==> src/rtl/rzc_pkg.sv <==
package rzc_pkg;
    localparam int FRAC_BITS = 7;

    typedef enum logic [1:0] {
        ST_IDLE  = 2'd0,
        ST_SCAN  = 2'd1,
        ST_DRAIN = 2'd2
    } scan_state_e;
endpackage

==> src/rtl/rzc_scan_fsm.sv <==
module rzc_scan_fsm
    import rzc_pkg::*;
#(
    parameter int IMG_W  = 8,
    parameter int IMG_H  = 6,
    parameter int RC_W   = 3,
    parameter int TRIG_W = 9,
    parameter int ZOOM_W = 9,
    parameter int CROP_W = 8
) (
    input  logic                     clk,
    input  logic                     rst_n,
    input  logic                     start,
    input  logic                     pipe_done,
    input  logic signed [TRIG_W-1:0] cos_in,
    input  logic signed [TRIG_W-1:0] sin_in,
    input  logic        [ZOOM_W-1:0] zf_in,
    input  logic        [CROP_W-1:0] xs_in,
    input  logic        [CROP_W-1:0] ys_in,
    output logic                     pix_valid,
    output logic                     pix_last,
    output logic        [RC_W-1:0]   row_o,
    output logic        [RC_W-1:0]   col_o,
    output logic signed [TRIG_W-1:0] cos_o,
    output logic signed [TRIG_W-1:0] sin_o,
    output logic        [ZOOM_W-1:0] zf_o,
    output logic        [CROP_W-1:0] xs_o,
    output logic        [CROP_W-1:0] ys_o
);
    localparam logic [RC_W-1:0] LAST_COL = RC_W'(IMG_W - 1);
    localparam logic [RC_W-1:0] LAST_ROW = RC_W'(IMG_H - 1);

    scan_state_e state_q, state_d;
    logic        load_params;
    logic [RC_W-1:0] row_q, col_q;

    // state register
    always_ff @(posedge clk) begin
        if (!rst_n) state_q <= ST_IDLE;
        else        state_q <= state_d;
    end

    // next state and strobes
    always_comb begin
        state_d     = state_q;
        load_params = 1'b0;
        pix_valid   = (state_q == ST_SCAN);
        pix_last    = pix_valid && (row_q == LAST_ROW) && (col_q == LAST_COL);
        unique case (state_q)
            ST_IDLE: begin
                if (start) begin
                    state_d     = ST_SCAN;
                    load_params = 1'b1;
                end
            end
            ST_SCAN: begin
                if (pix_last) state_d = ST_DRAIN;
            end
            ST_DRAIN: begin
                if (pipe_done) state_d = ST_IDLE;
            end
            default: state_d = ST_IDLE;
        endcase
    end

    // raster counters
    always_ff @(posedge clk) begin
        if (!rst_n) begin
            row_q <= '0;
            col_q <= '0;
        end else if (load_params) begin
            row_q <= '0;
            col_q <= '0;
        end else if (pix_valid) begin
            if (col_q == LAST_COL) begin
                col_q <= '0;
                row_q <= row_q + RC_W'(1);
            end else begin
                col_q <= col_q + RC_W'(1);
            end
        end
    end

    // parameter capture
    always_ff @(posedge clk) begin
        if (!rst_n) begin
            cos_o <= '0;
            sin_o <= '0;
            zf_o  <= '0;
            xs_o  <= '0;
            ys_o  <= '0;
        end else if (load_params) begin
            cos_o <= cos_in;
            sin_o <= sin_in;
            zf_o  <= zf_in;
            xs_o  <= xs_in;
            ys_o  <= ys_in;
        end
    end

    assign row_o = row_q;
    assign col_o = col_q;

    // raster stepping, column fastest
    p_scan_order_r2: assert property (@(posedge clk) disable iff (!rst_n)
        (pix_valid && !pix_last) |=> pix_valid &&
            (((col_q == $past(col_q) + RC_W'(1)) && (row_q == $past(row_q))) ||
             ((col_q == '0) && (row_q == $past(row_q) + RC_W'(1)))));

    // captured parameters hold while a frame is in flight
    p_hold_params_r3: assert property (@(posedge clk) disable iff (!rst_n)
        (state_q != ST_IDLE) |=> ($stable(cos_o) && $stable(sin_o) &&
            $stable(zf_o) && $stable(xs_o) && $stable(ys_o)));

    // a start during the scan neither stops nor restarts it
    p_no_restart_r9: assert property (@(posedge clk) disable iff (!rst_n)
        (pix_valid && !pix_last && start) |=> (pix_valid && !((row_q == '0) && (col_q == '0))));
endmodule

==> src/rtl/rzc_src_coord.sv <==
module rzc_src_coord
    import rzc_pkg::*;
#(
    parameter int RC_W   = 3,
    parameter int TRIG_W = 9,
    parameter int ZOOM_W = 9,
    parameter int CROP_W = 8,
    parameter int S_W    = 26
) (
    input  logic                     clk,
    input  logic                     rst_n,
    input  logic                     in_valid,
    input  logic                     in_last,
    input  logic        [RC_W-1:0]   row_i,
    input  logic        [RC_W-1:0]   col_i,
    input  logic signed [TRIG_W-1:0] cos_i,
    input  logic signed [TRIG_W-1:0] sin_i,
    input  logic        [ZOOM_W-1:0] zf_i,
    input  logic        [CROP_W-1:0] xs_i,
    input  logic        [CROP_W-1:0] ys_i,
    output logic                     out_valid,
    output logic                     out_last,
    output logic signed [S_W-1:0]    sx_o,
    output logic signed [S_W-1:0]    sy_o,
    output logic                     pipe_done
);
    localparam int IDX_W = RC_W + 1;
    localparam int P1_W  = TRIG_W + IDX_W;
    localparam int D_W   = P1_W + 1;
    localparam int Z_W   = ZOOM_W + 1;
    localparam int P2_W  = D_W + Z_W;

    logic signed [IDX_W-1:0] r_s, c_s;
    logic signed [Z_W-1:0]   zf_s;
    logic signed [CROP_W:0]  xs_s, ys_s;

    assign r_s  = $signed({1'b0, row_i});
    assign c_s  = $signed({1'b0, col_i});
    assign zf_s = $signed({1'b0, zf_i});
    assign xs_s = $signed({1'b0, xs_i});
    assign ys_s = $signed({1'b0, ys_i});

    logic                   v_a, l_a, v_b, l_b;
    logic signed [D_W-1:0]  dx_a, dy_a;
    logic signed [P2_W-1:0] px_b, py_b;

    // stage A: rotation products
    always_ff @(posedge clk) begin
        if (!rst_n) begin
            v_a  <= 1'b0;
            l_a  <= 1'b0;
            dx_a <= '0;
            dy_a <= '0;
        end else begin
            v_a  <= in_valid;
            l_a  <= in_last;
            dx_a <= D_W'(P1_W'(cos_i) * P1_W'(c_s)) - D_W'(P1_W'(sin_i) * P1_W'(r_s));
            dy_a <= D_W'(P1_W'(sin_i) * P1_W'(c_s)) + D_W'(P1_W'(cos_i) * P1_W'(r_s));
        end
    end

    // stage B: zoom scaling
    always_ff @(posedge clk) begin
        if (!rst_n) begin
            v_b  <= 1'b0;
            l_b  <= 1'b0;
            px_b <= '0;
            py_b <= '0;
        end else begin
            v_b  <= v_a;
            l_b  <= l_a;
            px_b <= P2_W'(zf_s) * P2_W'(dx_a);
            py_b <= P2_W'(zf_s) * P2_W'(dy_a);
        end
    end

    // stage C: single truncation, then crop offset
    always_ff @(posedge clk) begin
        if (!rst_n) begin
            out_valid <= 1'b0;
            out_last  <= 1'b0;
            sx_o      <= '0;
            sy_o      <= '0;
        end else begin
            out_valid <= v_b;
            out_last  <= l_b;
            sx_o      <= (S_W'(xs_s) <<< FRAC_BITS) + (S_W'(px_b) >>> FRAC_BITS);
            sy_o      <= (S_W'(ys_s) <<< FRAC_BITS) + (S_W'(py_b) >>> FRAC_BITS);
        end
    end

    assign pipe_done = out_valid && out_last;

    // the last marker travels with a valid pixel
    p_last_has_valid_r8: assert property (@(posedge clk) disable iff (!rst_n)
        out_last |-> out_valid);
endmodule

==> src/rtl/rzc_nbr_addr.sv <==
module rzc_nbr_addr
    import rzc_pkg::*;
#(
    parameter int IMG_W  = 8,
    parameter int IMG_H  = 6,
    parameter int S_W    = 26,
    parameter int ADDR_W = 6
) (
    input  logic                          clk,
    input  logic                          rst_n,
    input  logic                          in_valid,
    input  logic                          in_last,
    input  logic signed [S_W-1:0]         sx_i,
    input  logic signed [S_W-1:0]         sy_i,
    output logic                          valid_o,
    output logic                          finish_o,
    output logic                          oor_o,
    output logic [FRAC_BITS-1:0]          frac_col_o,
    output logic [FRAC_BITS-1:0]          frac_row_o,
    output logic [3:0][ADDR_W-1:0]        addr_o
);
    localparam logic signed [S_W-1:0] COL_MAX = S_W'(IMG_W - 2);
    localparam logic signed [S_W-1:0] ROW_MAX = S_W'(IMG_H - 2);
    localparam logic signed [S_W-1:0] STRIDE  = S_W'(IMG_W);

    logic signed [S_W-1:0] col_w, row_w, tl_w;
    logic                  oor_w;

    always_comb begin
        col_w = sx_i >>> FRAC_BITS;
        row_w = sy_i >>> FRAC_BITS;
        tl_w  = row_w * STRIDE + col_w;
        oor_w = col_w[S_W-1] || row_w[S_W-1] || (col_w > COL_MAX) || (row_w > ROW_MAX);
    end

    always_ff @(posedge clk) begin
        if (!rst_n) begin
            valid_o    <= 1'b0;
            finish_o   <= 1'b0;
            oor_o      <= 1'b0;
            frac_col_o <= '0;
            frac_row_o <= '0;
        end else begin
            valid_o    <= in_valid;
            finish_o   <= in_valid && in_last;
            oor_o      <= in_valid && oor_w;
            frac_col_o <= sx_i[FRAC_BITS-1:0];
            frac_row_o <= sy_i[FRAC_BITS-1:0];
        end
    end

    // neighbour k: bit 0 steps one column, bit 1 steps one row
    for (genvar k = 0; k < 4; k++) begin : g_nbr
        localparam logic signed [S_W-1:0] OFS = S_W'(((k / 2) * IMG_W) + (k % 2));
        always_ff @(posedge clk) begin
            if (!rst_n)     addr_o[k] <= '0;
            else if (oor_w) addr_o[k] <= '0;
            else            addr_o[k] <= ADDR_W'(tl_w + OFS);
        end
    end

    // out-of-range results carry zero addresses
    p_oor_zero_r7: assert property (@(posedge clk) disable iff (!rst_n)
        oor_o |-> (addr_o == '0));

    // finish never without valid
    p_fin_valid_r8: assert property (@(posedge clk) disable iff (!rst_n)
        finish_o |-> valid_o);
endmodule

==> src/rtl/rzc_addr_gen.sv <==
module rzc_addr_gen
    import rzc_pkg::*;
#(
    parameter int IMG_W  = 8,
    parameter int IMG_H  = 6,
    parameter int TRIG_W = 9,
    parameter int ZOOM_W = 9,
    parameter int CROP_W = 8,
    localparam int MAX_DIM = (IMG_W > IMG_H) ? IMG_W : IMG_H,
    localparam int RC_W    = $clog2(MAX_DIM),
    localparam int ADDR_W  = $clog2(IMG_W * IMG_H)
) (
    input  logic                     clk,
    input  logic                     rst_n,
    input  logic                     start,
    input  logic signed [TRIG_W-1:0] rot_cos,
    input  logic signed [TRIG_W-1:0] rot_sin,
    input  logic        [ZOOM_W-1:0] zoom_inv,
    input  logic        [CROP_W-1:0] crop_x,
    input  logic        [CROP_W-1:0] crop_y,
    output logic                     valid,
    output logic                     finish,
    output logic                     out_of_range,
    output logic [FRAC_BITS-1:0]     frac_row,
    output logic [FRAC_BITS-1:0]     frac_col,
    output logic [ADDR_W-1:0]        addr_tl,
    output logic [ADDR_W-1:0]        addr_tr,
    output logic [ADDR_W-1:0]        addr_bl,
    output logic [ADDR_W-1:0]        addr_br
);
    localparam int P2_W  = TRIG_W + RC_W + 2 + ZOOM_W + 1;
    localparam int OFS_W = CROP_W + FRAC_BITS + 1;
    localparam int S_W   = ((P2_W > OFS_W) ? P2_W : OFS_W) + 2;

    logic                     s_valid, s_last, pipe_done;
    logic [RC_W-1:0]          s_row, s_col;
    logic signed [TRIG_W-1:0] l_cos, l_sin;
    logic [ZOOM_W-1:0]        l_zf;
    logic [CROP_W-1:0]        l_xs, l_ys;
    logic                     c_valid, c_last;
    logic signed [S_W-1:0]    c_sx, c_sy;
    logic [3:0][ADDR_W-1:0]   nbr;

    rzc_scan_fsm #(
        .IMG_W(IMG_W), .IMG_H(IMG_H), .RC_W(RC_W),
        .TRIG_W(TRIG_W), .ZOOM_W(ZOOM_W), .CROP_W(CROP_W)
    ) u_fsm (
        .clk(clk), .rst_n(rst_n), .start(start), .pipe_done(pipe_done),
        .cos_in(rot_cos), .sin_in(rot_sin), .zf_in(zoom_inv),
        .xs_in(crop_x), .ys_in(crop_y),
        .pix_valid(s_valid), .pix_last(s_last), .row_o(s_row), .col_o(s_col),
        .cos_o(l_cos), .sin_o(l_sin), .zf_o(l_zf), .xs_o(l_xs), .ys_o(l_ys)
    );

    rzc_src_coord #(
        .RC_W(RC_W), .TRIG_W(TRIG_W), .ZOOM_W(ZOOM_W), .CROP_W(CROP_W), .S_W(S_W)
    ) u_coord (
        .clk(clk), .rst_n(rst_n), .in_valid(s_valid), .in_last(s_last),
        .row_i(s_row), .col_i(s_col), .cos_i(l_cos), .sin_i(l_sin),
        .zf_i(l_zf), .xs_i(l_xs), .ys_i(l_ys),
        .out_valid(c_valid), .out_last(c_last), .sx_o(c_sx), .sy_o(c_sy),
        .pipe_done(pipe_done)
    );

    rzc_nbr_addr #(
        .IMG_W(IMG_W), .IMG_H(IMG_H), .S_W(S_W), .ADDR_W(ADDR_W)
    ) u_addr (
        .clk(clk), .rst_n(rst_n), .in_valid(c_valid), .in_last(c_last),
        .sx_i(c_sx), .sy_i(c_sy),
        .valid_o(valid), .finish_o(finish), .oor_o(out_of_range),
        .frac_col_o(frac_col), .frac_row_o(frac_row), .addr_o(nbr)
    );

    assign addr_tl = nbr[0];
    assign addr_tr = nbr[1];
    assign addr_bl = nbr[2];
    assign addr_br = nbr[3];

    // diagonal neighbour sits one row and one column past top-left
    p_br_offset_r6: assert property (@(posedge clk) disable iff (!rst_n)
        (valid && !out_of_range) |-> (addr_br == addr_tl + ADDR_W'(IMG_W + 1)));

    // nothing is reported while reset is applied
    p_quiet_reset_r1: assert property (@(posedge clk)
        !rst_n |=> (!valid && !finish && !out_of_range));
endmodule

==> config.mk <==
export PLATFORM = sky130hd
export DESIGN_NAME = rzc_addr_gen
export DESIGN_NICKNAME = d
export VERILOG_FILES = /design/src/rtl/rzc_pkg.sv /design/src/rtl/rzc_scan_fsm.sv /design/src/rtl/rzc_src_coord.sv /design/src/rtl/rzc_nbr_addr.sv /design/src/rtl/rzc_addr_gen.sv
export SDC_FILE = /design/constraint.sdc
export NUM_CORES = 1
export LEC_CHECK = 0
export BUFFER_PORTS_ARGS = -buffer_cell sky130_fd_sc_hd__clkbuf_2
export CAP_MARGIN = 20
export CORE_AREA = 2 2 292 294
export DETAILED_ROUTE_END_ITERATION = 7
export DIE_AREA = 0 0 294 296
export GPL_TIMING_DRIVEN = 0
export PLACE_DENSITY = 0.38
export SYNTH_ARGS = -nofsm -noshare
export SYNTH_HDL_FRONTEND = slang
export SYNTH_SLANG_ARGS = --single-unit
==> constraint.sdc <==
create_clock -name clk -period 8.42 [get_ports clk]
set_input_delay 1.263 -clock clk [delete_from_list [all_inputs] [get_ports clk]]
set_output_delay 1.263 -clock clk [all_outputs]
set_load 0.05 [all_outputs]
After elaboration in Yosys (flattened, before gate mapping)
Cells that the tools add are included.
Widths: inputs -> output; s select.
{"block": "op_classes", "n_addsub": 10, "multipliers": 6, "magnitude_cmp": 2, "eq_ne": 7, "mux": 7, "bitwise_logic": 1, "reduce_logical": 12}
{"operator": "$mul 9x4->13", "count": 4}
{"operator": "$mul 10x14->24", "count": 2}
{"operator": "$add 16x17->18", "count": 2}
{"operator": "$gt 11x4->1 const B", "count": 2}
{"operator": "$add 14x14->14", "count": 1}
{"operator": "$sub 14x14->14", "count": 1}
{"operator": "$add 6x5->6 const B", "count": 2}
{"operator": "$add 3x1->3 const B", "count": 2}
{"operator": "$add 6x2->6 const B", "count": 1}
{"operator": "$add 6x6->6", "count": 1}
{"operator": "$eq 3x3->1 const B", "count": 2}
{"operator": "$mux 2", "count": 3}
{"operator": "$ne 2x2->1 const B", "count": 3}
{"operator": "$pmux 2 s3", "count": 1}
{"operator": "$logic_and 1x1->1", "count": 4}
{"operator": "$reduce_or 2->1", "count": 2}
{"operator": "$logic_or 1x1->1", "count": 3}
{"operator": "$mux 3", "count": 1}
{"operator": "$reduce_and 3->1", "count": 1}
{"operator": "$eq 2x1->1 const B", "count": 1}
{"operator": "$eq 2x2->1 const B", "count": 1}
{"operator": "$logic_not 2->1", "count": 1}
{"operator": "$mux 1", "count": 2}
{"operator": "$reduce_and 2->1", "count": 1}
{"operator": "$not 1->1", "count": 1}
{"block": "totals", "reg_bits": 210, "in_bits": 46, "output_inout_bits": 41, "elab_cells": 74}

Longest topological paths before layout
Gate-level depths: netlist (run 1).
{"block": "depth", "ltp_word": 5, "mapped_depth": 22, "ltp_nobuf": 19}

Modules after synthesis
Synthesis (run 1) repeated with hierarchy kept, for this count alone.
{"block": "unflattened", "hier_cells": 2289, "hier_area_um2": 20726.1}
{"module": "rzc_src_coord", "instances": 1, "cells_each": 1944, "area_per_inst_um2": 17404.2, "seq_area_each_um2": 2082.0}
{"module": "rzc_scan_fsm", "instances": 1, "cells_each": 225, "area_per_inst_um2": 2025.7, "seq_area_each_um2": 1021.0}
{"module": "rzc_nbr_addr", "instances": 1, "cells_each": 120, "area_per_inst_um2": 1296.2, "seq_area_each_um2": 700.7}

Worst setup path after synthesis (run 1)
Ideal clock, no wire load.
{"block": "synth_timing", "path_kind": "reg-to-reg", "start": "register u_fsm.zf_o[2]", "end": "register u_coord.px_b[23]", "setup_ns": 0.121, "t_arrival_ns": 5.473, "required_time_ns": 8.299, "setup_slack_ns": 2.827, "stages_incl_launch_ff": 20, "n_path_buf": 2, "synth_period_minus_slack_ns": 5.593, "path_cell_list": "dfxtp_1 clkbuf_1 clkbuf_1 nand2_1 fa_1 inv_1 fa_1 fa_1 fa_1 inv_1 fa_1 inv_1 ha_1 and2_1 a221o_1 a21o_1 a221oi_4 a21oi_2 o21ai_1 mux2_2"}
{"block": "synth_between", "elab_chain_cells": 1}
{"item": "from (decl)", "line_no": "rzc_scan_fsm.sv:26", "rtl": "output logic [ZOOM_W-1:0] zf_o,"}
{"item": "from (signal assigned)", "line_no": "rzc_scan_fsm.sv:95", "rtl": "zf_o <= zf_in;"}
{"item": "$mul 10x14->24", "line_no": "rzc_src_coord.sv:72", "rtl": "px_b <= P2_W'(zf_s) * P2_W'(dx_a);"}
{"item": "to (signal assigned)", "line_no": "rzc_src_coord.sv:72"}
{"item": "to (decl)", "line_no": "rzc_src_coord.sv:45", "rtl": "logic signed [P2_W-1:0] px_b, py_b;"}
Every way passes these cells.
A chain may end at the register's enable or synchronous reset.

Final worst setup path (run 1)
{"block": "layout_timing", "start": "register u_fsm.zf_o[6]", "end": "register u_coord.py_b[16]"}
{"block": "layout_between", "elab_chain_cells": 1}
{"item": "$mul 10x14->24", "line_no": "rzc_src_coord.sv:73", "rtl": "py_b <= P2_W'(zf_s) * P2_W'(dy_a);"}
{"item": "to (signal assigned)", "line_no": "rzc_src_coord.sv:73"}
{"item": "to (decl)", "line_no": "rzc_src_coord.sv:45"}
Every way passes these cells.

==> results of run 1 <==
[per-layer routing]
| metal | GRT usage (%) | share of wire (%) | wire, um |
|---|---|---|---|
| met3 | 2.623 | 3.8 | 2338 |
| met1 | 19.55 | 48 | 29340 |
| met4 | 4.007 | 2.4 | 1469 |
| met2 | 24.23 | 46 | 28200 |
| met5 | 0 | 0 | 0 |
[Yosys cell counts, drive strengths merged, types with 12 or more instances]
| library cell | instances |
|---|---|
| nor4 | 12 |
| nand3 | 20 |
| nand2b | 16 |
| nand2 | 295 |
| nor2b | 19 |
| nor2 | 89 |
| a21o | 35 |
| xor2 | 43 |
| o21a | 18 |
| dfxtp | 190 |
| ha | 245 |
| fa | 255 |
| inv | 444 |
| o21ai | 34 |
| clkbuf | 85 |
| and2 | 246 |
| a21oi | 116 |
| nor3 | 49 |
| and3 | 20 |
| xnor2 | 47 |
[sequential cells by signal, indices dropped and copies added, names as in the netlist, 2 cells and up]
name and cells:
u_coord.dy_a 14, u_addr.addr_o 18, u_coord.px_b 17, u_fsm.row_o 3
u_fsm.cos_o 9, u_fsm.sin_o 9, u_coord.py_b 17, u_fsm.ys_o 8
u_coord.dx_a 14, u_fsm.xs_o 8, u_fsm.zf_o 9, u_coord.sy_o 18
u_fsm.state_q 2, u_addr.frac_row_o 7, u_fsm.col_o 3, u_addr.frac_col_o 7
u_coord.sx_o 18
[critical path, stage by stage, from the launching register on]
cell and delay (ns):
dfxtp_1 0.33, clkbuf_1 0.60, clkbuf_1 0.53, nand2_1 0.16
fa_1 0.58, inv_1 0.06, fa_1 0.46, fa_1 0.54
fa_1 0.58, inv_1 0.06, fa_1 0.52, inv_1 0.04
ha_1 0.28, buf_2 0.18, a2111o_1 0.45, or3_1 0.34
o221ai_2 0.22, o21bai_2 0.17, a21oi_1 0.20, xor2_1 0.38
nor2_1 0.08
[cells by family after synthesis]
kind of cell | synth area share (%)
flops | 18.33
xor+xnor | 3.799
mux | 0.5850
fa+ha+maj | 39.38
simple gates | 19.44
buf+inv | 9.853
compound gates | 8.611
[where the power goes]
part | internal (mW) | switching (mW) | total [mW]
logic | 0.122 | 0.271 | 0.394
clock network | 0.441 | 0.478 | 0.919
registers | 0.941 | 0.0381 | 0.979
[metrics by stage]
stage	setup slack [ns]	utilization, %
floorplan	2.827	-
finish	1.487	27.55
global route	1.107	27.55
global placement	1.520	26.77
CTS	1.439	27.55
detailed placement	1.508	26.77
[final timing paths]
| kind | from | endpoint | slack (ns) | cells past startpoint |
|---|---|---|---|---|
| hold / removal | u_coord.sx_o[0] | u_addr.frac_col_o[0] | 0.43 | 1 |
| hold reg to reg | u_coord.sx_o[0] | u_addr.frac_col_o[0] | 0.43 | 1 |
| setup / recovery | u_fsm.zf_o[6] | u_coord.py_b[16] | 1.49 | 20 |
| setup reg to reg | u_fsm.zf_o[6] | u_coord.py_b[16] | 1.49 | 20 |
[cell type report]
| cell class | instances | area [um^2] | area share, % |
|---|---|---|---|
| sequential | 190 | 3804 | 16.40 |
| timing repair buffer | 86 | 430.4 | 1.855 |
| inverter | 445 | 1670 | 7.200 |
| multi-input combinational | 1683 | 14900 | 64.23 |
| antenna | 1 | 2.502 | 0.01079 |
| clock inverter | 15 | 227.7 | 0.9816 |
| clock buffer | 17 | 425.4 | 1.834 |
| buffer | 93 | 374.1 | 1.613 |
| tap | 1090 | 1364 | 5.879 |
==> impl_metrics.json, run 1 <==
{
  "outcome": "completed",
  "critPathRequiredTime_ns": 8.79,
  "grt_max_degree": 23,
  "final_cell_mix": "inv_1, nand2_1, fa_1",
  "antenna_found_initial": 7,
  "cts_tree": "done",
  "cts_resized": 0,
  "yosysTopAreaCell": "fa_1",
  "critPathArrivalTime_ns": 7.30,
  "start_util_pct": 24.64,
  "gp_congestion": 0.8132,
  "worstSetupEndpointType": "flip-flop",
  "vias_per_cell": 4.351,
  "grt_usage_pct": 14.64,
  "final_layout_size_suffix_gt1_share_pct": 5.496,
  "place_area_mm2": 0.02254,
  "clock_latency_ns": 0.52,
  "grt_overflow": 0,
  "finalNetCount": 3062,
  "fp-row-count": 107,
  "period_needed_ns": 6.933,
  "die-area_mm2": 0.08702,
  "syn_inst": 2411,
  "worst_slew_pin_slew_ns": 1.099,
  "post_cts_buffers": 0,
  "powerDensity_mw_per_mm2": 98.78,
  "crit_path_start_kind": "flip-flop",
  "mostFrequentLayoutCell": "inv_1",
  "final_area_mm2": 0.02320,
  "fp.dieW_um": 294,
  "maxSlewViolCount": 0,
  "ys_seq_elements": 190,
  "seq_area_frac_synth_pct": 18.33,
  "clk_path_buf_depth": 2,
  "synth.distinct_cells": 65,
  "hold_ws_ns": 0.4252,
  "routed_wirelength_um": 61350,
  "tns_ns": 0,
  "cts_max_level": 4,
  "ant_nets": 0,
  "synth-edff-count": 0,
  "relSlewSlack_pct": 26.76,
  "yosys_warnings": 0,
  "grt_pass1_vias": 16620,
  "postCtsHoldBufs": 0,
  "crit_type": "flip-flop to flip-flop",
  "final_cells": 3620,
  "area_delta_synth_final_pct": 11.81,
  "grt_pass1_wl_um": 95910,
  "clockRootBuffer": "clkbuf_16",
  "ir_worst_vdd_mv": 0.1622,
  "clkSlewWorstSetupHoldPaths_ns": 0.10,
  "dp_hpwl_um": 50760,
  "period_share_pct": 82.34,
  "drc": 0,
  "syn_nets": 2957,
  "rsz0062_at_grt": "no",
  "dp_cells": 3587,
  "io_buffers": 86,
  "synth-main-ff-cell": "dfxtp_1",
  "hold_path_class": "flip-flop to flip-flop",
  "synth.area.top_cells": "fa_1, dfxtp_1, ha_1",
  "maxCapViolations": 0,
  "core-area_mm2": 0.08421,
  "power_mw": 2.292,
  "max_freq_mhz": 144.2,
  "route.vias.total": 15750,
  "clock_skew_ns": 0.02732,
  "async_flop_share_pct": 0,
  "setup_viol": 0,
  "avgSynthCellArea_um2": 8.606,
  "drt_iter0_markers": 659,
  "clock-sinks": 190,
  "numCtsBuffers": 17,
  "path_max_fanout": 10,
  "finalHoldViolCount": 0,
  "yosysTopAreaCellShare_pct": 24.60,
  "netlist_area_mm2": 0.02075,
  "first_pass_iters": 4,
  "boundaryPins": 87,
  "die_h_um": 296,
  "wire_per_inst_um": 16.95,
  "leakagePower_nw": 12.03,
  "final.fill_count": 9045
}
Power figures use the tool's default switching activity.
==> inputs of run 2 (changes only) <==
--- a/config.mk
+++ b/config.mk
@@ -11,7 +11,7 @@
 export DETAILED_ROUTE_END_ITERATION = 7
 export DIE_AREA = 0 0 294 296
 export GPL_TIMING_DRIVEN = 0
-export PLACE_DENSITY = 0.38
+export PLACE_DENSITY = 0.39
 export SYNTH_ARGS = -nofsm -noshare
 export SYNTH_HDL_FRONTEND = slang
 export SYNTH_SLANG_ARGS = --single-unit
==> constraint.sdc (replaced) <==
create_clock -name clk -period 6.2 [get_ports clk]
set_input_delay 0.93 -clock clk [delete_from_list [all_inputs] [get_ports clk]]
set_output_delay 0.93 -clock clk [all_outputs]
set_load 0.05 [all_outputs]
==> run 2 against run 1 <==
  * First-iteration DRC count fell by 24%
  * Utilization increased by 0.11 points
  * Setup slack worse by 1.3 ns
  * Non-clock buffer count is 6 lower
  * Clock power increased by 32%
  * Flip-flop and latch count unchanged
  * Clock skew about the same
  * Clock-buffer cell count is 1 higher
  * Die area did not move
  * Largest power group unchanged
==> impl_metrics.json, run 2 (synthesis results as in run 1) <==
{
  "routed_wirelength_um": 60700,
  "pre_cts_slack_ns": -0.7272,
  "clock-sinks": 190,
  "boundaryPins": 87,
  "route.vias.total": 15700,
  "final_cell_mix": "inv_1, nand2_1, fa_1",
  "mostFrequentLayoutCell": "inv_1",
  "combPwrFrac_pct": 17.2,
  "setup_slack_ns": 0.1822,
  "dp_hpwl_um": 50440,
  "finalNetCount": 3056,
  "critPathRequiredTime_ns": 6.53,
  "start_util_pct": 24.64,
  "final.fill_count": 9058,
  "diodes": 0,
  "fp.dieW_um": 294,
  "worst_slew_pin_slew_ns": 1.081,
  "final_layout_size_suffix_gt1_share_pct": 6.738,
  "power_mw": 3.080,
  "grt_overflow": 0,
  "outcome": "completed",
  "area_delta_synth_final_pct": 12.25,
  "final_core_util_pct": 27.66,
  "ir_worst_vdd_mv": 0.2070,
  "fp-row-count": 107,
  "finalHoldViolCount": 0,
  "cp_common_cell": "fa_1",
  "die-area_mm2": 0.08702,
  "grt_usage_pct": 14.59,
  "critPathArrivalTime_ns": 6.35,
  "max_freq_mhz": 166.2,
  "die_h_um": 296,
  "powerDensity_mw_per_mm2": 132.3,
  "clock_latency_ns": 0.50,
  "path_cells": "buf_6, clkbuf_4, nand2_1, fa_1, inv_1, fa_1, fa_1, fa_1, inv_1, fa_1, inv_1, ha_1, buf_2, a2111o_1, or3_1, o221ai_2, o21bai_4, xnor2_1, nor2_1",
  "p_int_mw": 2.045,
  "p_seq_share_pct": 43.5,
  "first_pass_iters": 7,
  "grt_max_degree": 21,
  "worstSetupEndpointType": "flip-flop",
  "clkSlewWorstSetupHoldPaths_ns": 0.10,
  "postCtsHoldBufs": 0,
  "io_buffers": 86,
  "maxSlewViolCount": 0,
  "core-area_mm2": 0.08421,
  "netSwitchingFraction_pct": 33.62,
  "path_max_fanout": 10,
  "relSlewSlack_pct": 27.90,
  "ant_nets": 0,
  "drt_iter0_markers": 503,
  "period_share_pct": 97.06,
  "wire_per_inst_um": 16.80,
  "grt_pass1_vias": 17030,
  "gp_congestion": 0.8299,
  "clk_path_buf_depth": 2,
  "leakagePower_nw": 12.12,
  "setup_viol": 0,
  "tns_ns": 0,
  "drc": 0,
  "period_needed_ns": 6.018,
  "vias_per_cell": 4.345,
  "clock_skew_ns": 0.02728,
  "hold_path_class": "flip-flop to flip-flop",
  "grt_pass1_wl_um": 96680,
  "crit_path_start_kind": "flip-flop",
  "antenna_found_initial": 6,
  "clockRootBuffer": "clkbuf_16",
  "switching_power_mw": 1.036,
  "cts_tree": "done",
  "top_regs": "u_addr.addr_o x18, u_coord.sx_o x18, u_coord.sy_o x18",
  "power_frac_clock_pct": 39.3,
  "cts_max_level": 4,
  "crit_slowest_cell": "fa_1",
  "maxCapViolations": 0,
  "crit_type": "flip-flop to flip-flop",
  "numCtsBuffers": 17,
  "slowest_delay_ns": 0.56
}
## run 2: changes by cell type in the layout (fill, tap and decap cells not counted), sizes merged
| cell | delta |
|---|---|
| clkinvlp | +1 |
| clkinv | -2 |
| buf | +12 |
| clkbuf | -17 |
| diode | -1 |
## run 2: through the flow
stage	hold WS, ns	cells	instance area, um^2
global placement	0.4148	3587	22540
floorplan	0.4119	2411	20750
finish	0.4258	3613	23290
global route	0.4349	3613	23290
detailed placement	0.4196	3588	22560
CTS	0.4288	3617	23250
## run 2: metal layers
| layer | track usage (%) | vias up | part of all wire, % |
|---|---|---|---|
| met5 | 0 | - | 0 |
| met4 | 3.795 | 0 | 1.7 |
| met3 | 1.634 | 50 | 2.3 |
| met2 | 24.80 | 179 | 47 |
| met1 | 19.65 | 7723 | 49 |
| li1 | - | 7746 | - |
## run 2: worst max-delay path, delay by kind of cell (launching register included)
family,cells,cell delay [ns]
AO/OA/AOI/OAI,3,0.87
adder cells (fa/ha/maj),6,2.84
XOR/XNOR,1,0.45
AND/OR/NAND/NOR,3,0.55
buffers and inverters,6,0.78
flip-flops,1,0.33
## run 2: final cells by class
| type | instances | area, um^2 | area share, % |
|---|---|---|---|
| multi-input combinational | 1683 | 14930 | 64.12 |
| sequential | 190 | 3806 | 16.34 |
| inverter | 445 | 1670 | 7.172 |
| tap | 1090 | 1364 | 5.856 |
| timing repair buffer | 91 | 475.5 | 2.041 |
| clock buffer | 18 | 439.2 | 1.886 |
| buffer | 82 | 411.6 | 1.767 |
| clock inverter | 14 | 190.2 | 0.8166 |
## run 2: power groups by stage
stage                     sequential [mW]  combinational (mW)  clock (mW)
after global routing                 1.35               0.596        1.30
after CTS                            1.33               0.552        1.26
final                                1.34               0.530        1.21
after global placement               1.36               0.545           0
after detailed placement             1.36               0.549           0
after floorplan                      1.37               0.313           0
## run 2: repair_timing
| action | in CTS | in global routing |
|---|---|---|
| cloned | 0 | 0 |
| resized for setup | 33 | 25 |
| endpoints found under the setup margin | 18 | 10 |
| pin swaps | 2 | 3 |
| buffers inserted | 0 | 4 |
## run 2: worst paths after layout
| path | startpoint | to | slack [ns] | cells past startpoint |
|---|---|---|---|---|
| setup / recovery | u_fsm.zf_o[1] | u_coord.py_b[15] | 0.18 | 19 |
| hold / removal | u_coord.sx_o[3] | u_addr.frac_col_o[3] | 0.43 | 1 |
| setup reg to reg | u_fsm.zf_o[1] | u_coord.py_b[15] | 0.18 | 19 |
| hold reg to reg | u_coord.sx_o[3] | u_addr.frac_col_o[3] | 0.43 | 1 |
==> inputs of run 3 (changes only) <==
--- a/config.mk
+++ b/config.mk
@@ -5,13 +5,14 @@
 export SDC_FILE = /design/constraint.sdc
 export NUM_CORES = 1
 export LEC_CHECK = 0
+export ABC_AREA = 1
 export BUFFER_PORTS_ARGS = -buffer_cell sky130_fd_sc_hd__clkbuf_2
 export CAP_MARGIN = 20
-export CORE_AREA = 2 2 292 294
+export CORE_AREA = 2 2 302 304
 export DETAILED_ROUTE_END_ITERATION = 7
-export DIE_AREA = 0 0 294 296
+export DIE_AREA = 0 0 304 306
 export GPL_TIMING_DRIVEN = 0
-export PLACE_DENSITY = 0.39
+export PLACE_DENSITY_LB_ADDON = 0.3
 export SYNTH_ARGS = -nofsm -noshare
 export SYNTH_HDL_FRONTEND = slang
 export SYNTH_SLANG_ARGS = --single-unit
==> run 3 against run 2 <==
  * Combinational power up 74%
  * Worst hold slack got worse by 0.015 ns
  * Utilization barely moved
  * Flip-flop and latch count did not move
  * Clock skew shrank 0.011 ns
  * First-iteration DRC count up 65%
  * Global-route usage is 0.71 points lower
  * Routed wire length increased by 2.9%
  * Critical endpoint is now u_coord.px_b[21]
==> impl_metrics.json, run 3 <==
{
  "outcome": "completed",
  "fp-row-count": 110,
  "grt_overflow": 0,
  "first_pass_iters": 5,
  "period_share_pct": 93.47,
  "maxCapViolations": 0,
  "clock_skew_ns": 0.01610,
  "place_area_mm2": 0.02415,
  "critPathTopFamily": "adder cells",
  "grt_pass1_vias": 18660,
  "start_util_pct": 24.83,
  "final_layout_size_suffix_gt1_share_pct": 4.877,
  "dp_hpwl_um": 51900,
  "post_cts_buffers": 0,
  "gr-max-usage-layer": "met2",
  "tns_ns": 0,
  "clkSlewWorstSetupHoldPaths_ns": 0.09,
  "timing.rr.start": "u_fsm.zf_o[3]",
  "boundaryPins": 87,
  "grt_usage_pct": 13.88,
  "crit_slowest_cell": "fa_1",
  "crit_start": "u_fsm.zf_o[3]",
  "final_cell_mix": "inv_1, nand2_1, nor2_1",
  "rsz0062_at_grt": "no",
  "drt_iter0_markers": 831,
  "area_delta_synth_final_pct": 11.37,
  "critPathRequiredTime_ns": 6.59,
  "max_freq_mhz": 172.6,
  "finalHoldViolCount": 0,
  "cts_resized": 0,
  "cts_max_level": 4,
  "finalNetCount": 3773,
  "period_needed_ns": 5.795,
  "clk_path_buf_depth": 2,
  "route.vias.total": 18470,
  "grt_use_met2_pct": 24.49,
  "die-area_mm2": 0.09302,
  "synth.area.mux_share_pct": 0,
  "synth-main-ff-cell": "dfxtp_1",
  "critPathArrivalTime_ns": 6.19,
  "top_regs": "u_addr.addr_o x18, u_coord.sx_o x18, u_coord.sy_o x18",
  "clockRootBuffer": "clkbuf_16",
  "grt_max_degree": 20,
  "wire_per_inst_um": 14.14,
  "synth_commonest_cells": "inv_1, nand2_1, nor2_1",
  "grt_util_met3_pct": 1.638,
  "slowest_delay_ns": 0.60,
  "synth_top_family_by_area": "adder cells",
  "routed_wirelength_um": 62450,
  "final_cells": 4416,
  "synthXorXnorAreaFrac_pct": 1.929,
  "critPathBufInv": 7,
  "grt_pass1_wl_um": 100800,
  "synthSimpleGateAreaFrac_pct": 20.55,
  "hold_path_class": "flip-flop to flip-flop",
  "final_core_util_pct": 27.65,
  "die_h_um": 306,
  "fp.dieW_um": 304,
  "ant_nets": 0,
  "numCtsBuffers": 17,
  "leakagePower_nw": 14.74,
  "async_flop_share_pct": 0,
  "netlist_area_mm2": 0.02225,
  "crit_path_start_kind": "flip-flop",
  "clock_latency_ns": 0.49,
  "dp_cells": 4385,
  "final.fill_count": 10040,
  "maxSlewViolCount": 0,
  "cts_tree": "done",
  "powerDensity_mw_per_mm2": 141.0,
  "postCtsHoldBufs": 0,
  "synth.distinct_cells": 42,
  "ys_seq_elements": 190,
  "cp_common_cell": "nand2_1",
  "antenna_found_initial": 1,
  "worst_slew_pin_slew_ns": 1.057,
  "worstSetupEndpointType": "flip-flop",
  "syn_nets": 3669,
  "yosys_warnings": 0,
  "synth_most_common_cell": "inv_1",
  "ir_worst_vdd_mv": 0.2237,
  "drc": 0,
  "setup_viol": 0,
  "diodes": 0,
  "clock-sinks": 190,
  "yosysTopAreaCellShare_pct": 22.95,
  "synth.area.top_cells": "fa_1, dfxtp_1, ha_1",
  "syn_inst": 3123,
  "final_area_mm2": 0.02478,
  "core-area_mm2": 0.08960,
  "crit_type": "flip-flop to flip-flop",
  "mostFrequentLayoutCell": "inv_1",
  "path_max_fanout": 10,
  "yosysTopAreaCell": "fa_1",
  "synth_compound_area_share_pct": 8.200,
  "io_buffers": 86,
  "vias_per_cell": 4.182,
  "path_cells": "clkbuf_1, buf_1, nand2_1, fa_1, inv_1, fa_1, inv_1, fa_1, inv_1, fa_1, inv_1, fa_1, inv_1, ha_1, nand2_1, nor2_1, nand2_1, nor2_1, nand2_1, nand3_1, nand2_1, nand2_1, nor2_1",
  "relSlewSlack_pct": 29.56,
  "avgSynthCellArea_um2": 7.123,
  "grt_util_met1_pct": 18.05,
  "seq_area_frac_synth_pct": 17.10,
  "synthAdderAreaFrac_pct": 36.73,
  "hold_path.startpoint": "u_coord.v_b",
  "gp_congestion": 0.8828,
  "synth-edff-count": 0
}
[run 3: changes by cell type after synthesis, sizes merged, moves of 70 or more]
cell / previous run / this run
nand3: 20 / 90
inv: 444 / 802
and2: 246 / 6
nand2: 295 / 734
o21ai: 34 / 116
nor2: 89 / 264
[run 3: metrics by stage]
stage	hold WS [ns]	worst slack [ns]	power [mW]
floorplan	0.3905	1.349	2.043
global placement	0.3937	0.1341	2.349
detailed placement	0.3970	0.09018	2.353
CTS	0.4111	0.06466	3.544
global route	0.4302	0.04844	3.720
finish	0.4107	0.4051	3.494
[run 3: cell families after synthesis]
logic type,Yosys count
adders and majority gates,500
xor gates and xnor gates,49
and+or+nand+nor,1142
AOI/OAI and AO/OA,338
DFF,190
buffers and inverters,904
[run 3: per-layer routing]
layer,wire length [um],part of all wire (%),vias to the layer above
met3,1715,2.7,46
met1,29510,47,8681
met4,968,1.6,0
li1,-,-,9505
met5,0,0,-
met2,30260,48,234
[run 3: final timing paths]
check / endpoint / slack (ns) / cells after the start
setup / recovery: u_coord.px_b[21] / 0.41 / 23
hold / removal: u_coord.out_valid / 0.41 / 2
setup reg to reg: u_coord.px_b[21] / 0.41 / 23
hold reg to reg: u_coord.out_valid / 0.41 / 2
[run 3: power breakdown]
part	internal (mW)	switching, mW	total, mW
logic	0.288	0.634	0.922
clock network	0.618	0.559	1.18
registers	1.32	0.0797	1.40
total	2.22	1.27	3.49
[run 3: area by class of cell]
type / instances / area (um^2) / share of cell area (%)
Buffer: 100 / 432.9 / 1.747
Clock buffer: 18 / 429.2 / 1.732
Clock inverter: 14 / 198.9 / 0.8029
Inverter: 803 / 3014 / 12.17
Multi-Input combinational cell: 2029 / 15000 / 60.52
Sequential cell: 190 / 3804 / 15.35
Tap cell: 1176 / 1471 / 5.939
Timing Repair Buffer: 86 / 430.4 / 1.737
[run 3: worst register-to-register path: cells and delay by family, from the launching register on]
| family | cells | cell delay [ns] |
|---|---|---|
| adder cells (fa/ha/maj) | 6 | 2.95 |
| flip-flops | 1 | 0.33 |
| buffers and inverters | 7 | 1.44 |
| AND/OR/NAND/NOR | 10 | 1.00 |
